### config.mk
export PLATFORM = sky130hd
export DESIGN_NAME = tt_alu_unit
export DESIGN_NICKNAME = d
export VERILOG_FILES = /design/src/rtl/tt_alu_unit.sv
export SDC_FILE = /design/constraint.sdc
export NUM_CORES = 1
export LEC_CHECK = 0
export BUFFER_PORTS_ARGS = -buffer_cell sky130_fd_sc_hd__buf_2
export CAP_MARGIN = 10
export CORE_MARGIN = 3
export CORE_UTILIZATION = 50
export DETAILED_ROUTE_END_ITERATION = 16
export GPL_TIMING_DRIVEN = 0
export PLACE_DENSITY = 0.67
export SETUP_SLACK_MARGIN = 0.02
export SKIP_CTS_REPAIR_TIMING = 1
export SYNTH_ARGS = -nofsm -noshare
export SYNTH_HDL_FRONTEND = slang
export SYNTH_SLANG_ARGS = --single-unit
### constraint.sdc
create_clock -name clk -period 2.9 [get_ports clk]
set_input_delay 0.145 -clock clk [delete_from_list [all_inputs] [get_ports clk]]
set_output_delay 0.145 -clock clk [all_outputs]
set_load 0.05 [all_outputs]
### src/rtl/tt_alu_unit.sv
module tt_alu_unit #(
  parameter int W = 16
) (
  input  logic         clk,
  input  logic         rst_n,
  input  logic         s0_en,
  input  logic [2:0]   s0_dst,
  input  logic [W-1:0] s0_data,
  input  logic         s1_en,
  input  logic [2:0]   s1_dst,
  input  logic [W-1:0] s1_data,
  output logic [W-1:0] res_data,
  output logic         res_valid,
  output logic         guard
);
  localparam int NS = 2;
  localparam logic [2:0] D_OPND = 3'd0, D_ADD = 3'd1, D_SUB = 3'd2,
                         D_EQ = 3'd3, D_GT = 3'd4, D_LT = 3'd5, D_GRD = 3'd6;

  logic [W-1:0] opnd_q, opnd_nx, a_q, b_q, b_nx, res_q, calc;
  logic [2:0]   code_q, code_nx;
  logic         busy_q, vld_q, grd_q, grd_nx, fire;

  logic         en  [NS];
  logic [2:0]   dst [NS];
  logic [W-1:0] dat [NS];

  assign en[0] = s0_en;  assign dst[0] = s0_dst;  assign dat[0] = s0_data;
  assign en[1] = s1_en;  assign dst[1] = s1_dst;  assign dat[1] = s1_data;

  always_comb begin
    opnd_nx = opnd_q;
    b_nx    = b_q;
    code_nx = code_q;
    grd_nx  = grd_q;
    fire    = 1'b0;
    for (int i = 0; i < NS; i++) begin
      if (en[i]) begin
        if (dst[i] == D_OPND) opnd_nx = dat[i];
        else if (dst[i] == D_GRD) grd_nx = dat[i][0];
        else if (dst[i] >= D_ADD && dst[i] <= D_LT) begin
          fire    = 1'b1;
          code_nx = dst[i];
          b_nx    = dat[i];
        end
      end
    end
  end

  always_comb begin
    case (code_q)
      D_ADD:   calc = a_q + b_q;
      D_SUB:   calc = a_q - b_q;
      D_EQ:    calc = W'(a_q == b_q);
      D_GT:    calc = W'(a_q > b_q);
      D_LT:    calc = W'(a_q < b_q);
      default: calc = '0;
    endcase
  end

  always_ff @(posedge clk) begin
    if (!rst_n) begin
      opnd_q <= '0;
      a_q    <= '0;
      b_q    <= '0;
      code_q <= D_ADD;
      busy_q <= 1'b0;
      res_q  <= '0;
      vld_q  <= 1'b0;
      grd_q  <= 1'b0;
    end else begin
      opnd_q <= opnd_nx;
      grd_q  <= grd_nx;
      busy_q <= fire;
      if (fire) begin
        a_q    <= opnd_nx;
        b_q    <= b_nx;
        code_q <= code_nx;
      end
      if (busy_q) res_q <= calc;
      vld_q <= fire ? 1'b0 : (busy_q ? 1'b1 : vld_q);
    end
  end

  assign res_data  = res_q;
  assign res_valid = vld_q;
  assign guard     = grd_q;

  assert_start_clears_R4: assert property (@(posedge clk) disable iff (!rst_n)
    fire |=> !res_valid);

  assert_done_sets_R4: assert property (@(posedge clk) disable iff (!rst_n)
    fire ##1 !fire |=> res_valid);

  assert_result_hold_R5: assert property (@(posedge clk) disable iff (!rst_n)
    !fire |=> ##1 $stable(res_data));

  assert_operand_hold_R2: assert property (@(posedge clk) disable iff (!rst_n)
    (!(s0_en && s0_dst == D_OPND) && !(s1_en && s1_dst == D_OPND)) |=> $stable(opnd_q));

  assert_guard_load_R8: assert property (@(posedge clk) disable iff (!rst_n)
    (s1_en && s1_dst == D_GRD) |=> guard == $past(s1_data[0]));

  assert_bool_result_R3: assert property (@(posedge clk) disable iff (!rst_n)
    (busy_q && code_q >= D_EQ) |=> res_data <= W'(1));
endmodule

==> metrics.txt <==
Max Slew Vio Count=0; Final GP Congestion=~0.88; Least-Margin Pin Slew=around 0.85 ns; Post-Route WL=about 13000 um; switching share of power=34.66%; Wirelength per Cell=~17 um; ys async rst share=0%; starting density of the core=about half; # rows=35; vias in the first global route=4242; setup slack at placement=between 0.3 and 0.4 ns; fin area=5469 um^2; GRT busiest layer=met2; Yosys cell types=slightly below 70; Cell Pwr Density=approximately 500 nW/um^2; Clock power frac=around a third; Critical Path Fanout Max=4; worst skew pair latency=roughly 0.36 ns; Total GRT Usage=about a quarter; met2 Use GR=a little under two fifths; Final WS setup=between 0.2 and 0.3 ns; Yosys top cell area share=29.23%; Port Buf Inserts=58; post-synth net total=between 600 and 700; CP bufs+invs=1; Post-synth top flop=dfxtp_1; number of max-cap violations=0; antenna diode count=0; cell area after synthesis=~4800 um^2; clock sinks=70; drt initial violations=between 200 and 300; final hold vios=0; largest net degree at the start of global routing=14; combinational fraction of design power=27.7%; Achievable Freq=378.3 MHz; Post-DP HPWL=10390 um; setup_tns=0 ns; io pins=60; ranking of synthesized cells by area=dfxtp_1, ha_1, nand2_1; Die Y=103.9 um; M1 GR Usage=between 30% and 40%; total number of vias=4510; static leakage=~0.0024 uW; status=completed; Synth Warn #=0; worst path arrival time=roughly 2.9 ns; biggest area consumer among synthesized cells=dfxtp_1; commonest non-fill, non-tap cell in the layout=dfxtp_1; #FFs+latches synth=70; Slowest-stage cell, CP=fa_1; sequential area share after synthesis=about 29%; slowest stage delay, CP=0.45 ns; core area=9284 um^2; Required @ worst endpoint=3.16 ns; Remaining DRCs=0; # H-tree levels=3; number of synthesized flops with an enable pin=0; clock root buffer=clkbuf_8; Placed Area=between 5000 and 6000 um^2; Mapped Cells=about 570; fillers=between 800 and 900; TritonCTS buffer count=9; setup violators final=0; most frequent cells in the layout=dfxtp_1, buf_2, nand2_1; initial antenna violation count=0; GR Overflow Total=0; die width=about 100 um; RSZ-0062 raised after global routing=no; drt via density=~5.8; CP endpoint kind=flip-flop; fin crit period=2.644 ns; CTS clk-pin slew, worst paths=roughly 0.09 ns; Layout Skew=0.01269 ns; global-route wire length before repair=21880 um; CP delay by family, top=compound AO/OA/AOI/OAI gates; CTS tree=yes; met3 usage=about 3.2%; Nets=715; final core utilization=between 50% and 60%; area growth from synthesis to layout=14.07%; Final Cycle Share=between 90% and 100%; P_sw=around 950 uW; Cell Chain, Critical Path=ha_1 -> inv_1 -> fa_1 -> o21bai_4 -> a2111oi_4 -> nor4_4 -> o41ai_2 -> a221o_1 -> a22o_1; worst setup path class=reg2reg; sequential share of power=about two fifths; Int Power=between 1500 and 2000 uW; clk buf depth=2; antenna-violating nets left=0; Avg Cell Area, Syn=between 8 and 9 um^2; layout cells sized above 1=16.74%; slew margin rel.=between 40% and 50%; Die ar.=between 10000 and 15000 um^2; VDD IR-drop max=0.3335 mV; crit path launch type=flip-flop; Worst Hold Class=in2reg; DRT Pass-1 Iters=5
-- power by group through the flow --
stage          Combinational, uW  Sequential [uW]  Clock [uW]
3_3_place_gp                 728             1070           0
3_5_place_dp                 738             1070           0
5_1_grt                      824             1060         977
2_1_floorplan                486             1120           0
6_report                     758             1050         925
4_1_cts                      743             1050         936
-- final timing paths --
path                    from            to  slack (ns)  cells after the start
setup reg to reg      b_q[0]  res_data[10]        0.26                      9
hold / removal    s1_data[8]        b_q[8]        0.03                      2
setup / recovery      b_q[0]  res_data[10]        0.26                      9
hold reg to reg    res_valid     res_valid        0.48                      2
-- through the flow --
stage / hold WS (ns) / std cells / power [uW]
detailed placement: 0.4099 / 758 / 1813
global placement: 0.4000 / 758 / 1801
CTS: 0.02914 / 774 / 2731
finish: 0.03432 / 774 / 2736
global route: 0.03743 / 774 / 2861
floorplan: 0.3010 / 571 / 1611
-- synth_stat cells (8+ instances only) --
master,count
buf_2,9
ha_1,31
nor2_1,30
o22ai_1,11
nand2_1,58
nand4_1,9
clkbuf_1,22
and2_1,14
inv_1,32
a22o_1,15
o211a_1,17
xnor2_1,14
nor2b_1,20
nor3_1,8
dfxtp_1,70
a21oi_1,24
o211ai_1,21
o21ai_0,18
mux2i_1,21
o21ai_1,12
-- logic make-up after synthesis --
| kind of cell | share of synthesized area (%) |
|---|---|
| compound gates | 29.10 |
| mux | 4.384 |
| flops | 29.23 |
| buf+inv | 6.341 |
| fa+ha+maj | 8.925 |
| simple gates | 18.92 |
| xor+xnor | 3.106 |
-- per-layer routing --
layer / vias up / part of all wire (%) / routed length [um]
met1: 2118 / 49 / 6624
met2: 167 / 44 / 5862
met4: 0 / 1.1 / 143
li1: 2212 / - / -
met3: 13 / 6.2 / 835
met5: - / 0 / 0
-- flip-flops by register name (all words and copies together) (netlist names) --
register,flops
opnd_q,16
res_data,16
busy_q,1
res_valid,1
b_q,16
a_q,16
guard,1
code_q,3
-- final cells by class --
| class | count | area (um^2) | share of cell area, % |
|---|---|---|---|
| clock buffers | 10 | 127.6 | 2.334 |
| multi-input cells | 430 | 3089 | 56.49 |
| clock inverters | 6 | 95.09 | 1.739 |
| well taps | 129 | 161.4 | 2.951 |
| flip-flops and latches | 70 | 1401 | 25.62 |
| plain buffers | 36 | 172.7 | 3.157 |
| repair buffers | 58 | 290.3 | 5.308 |
| inverters | 35 | 131.4 | 2.402 |
-- worst reg2reg max path: stages (launching register included) --
cell	delay, ns
dfxtp_1	0.39
ha_1	0.20
inv_1	0.06
fa_1	0.45
o21bai_4	0.20
a2111oi_4	0.12
nor4_4	0.43
o41ai_2	0.16
a221o_1	0.35
a22o_1	0.20
Note: power is estimated with default switching activity, not from simulation.
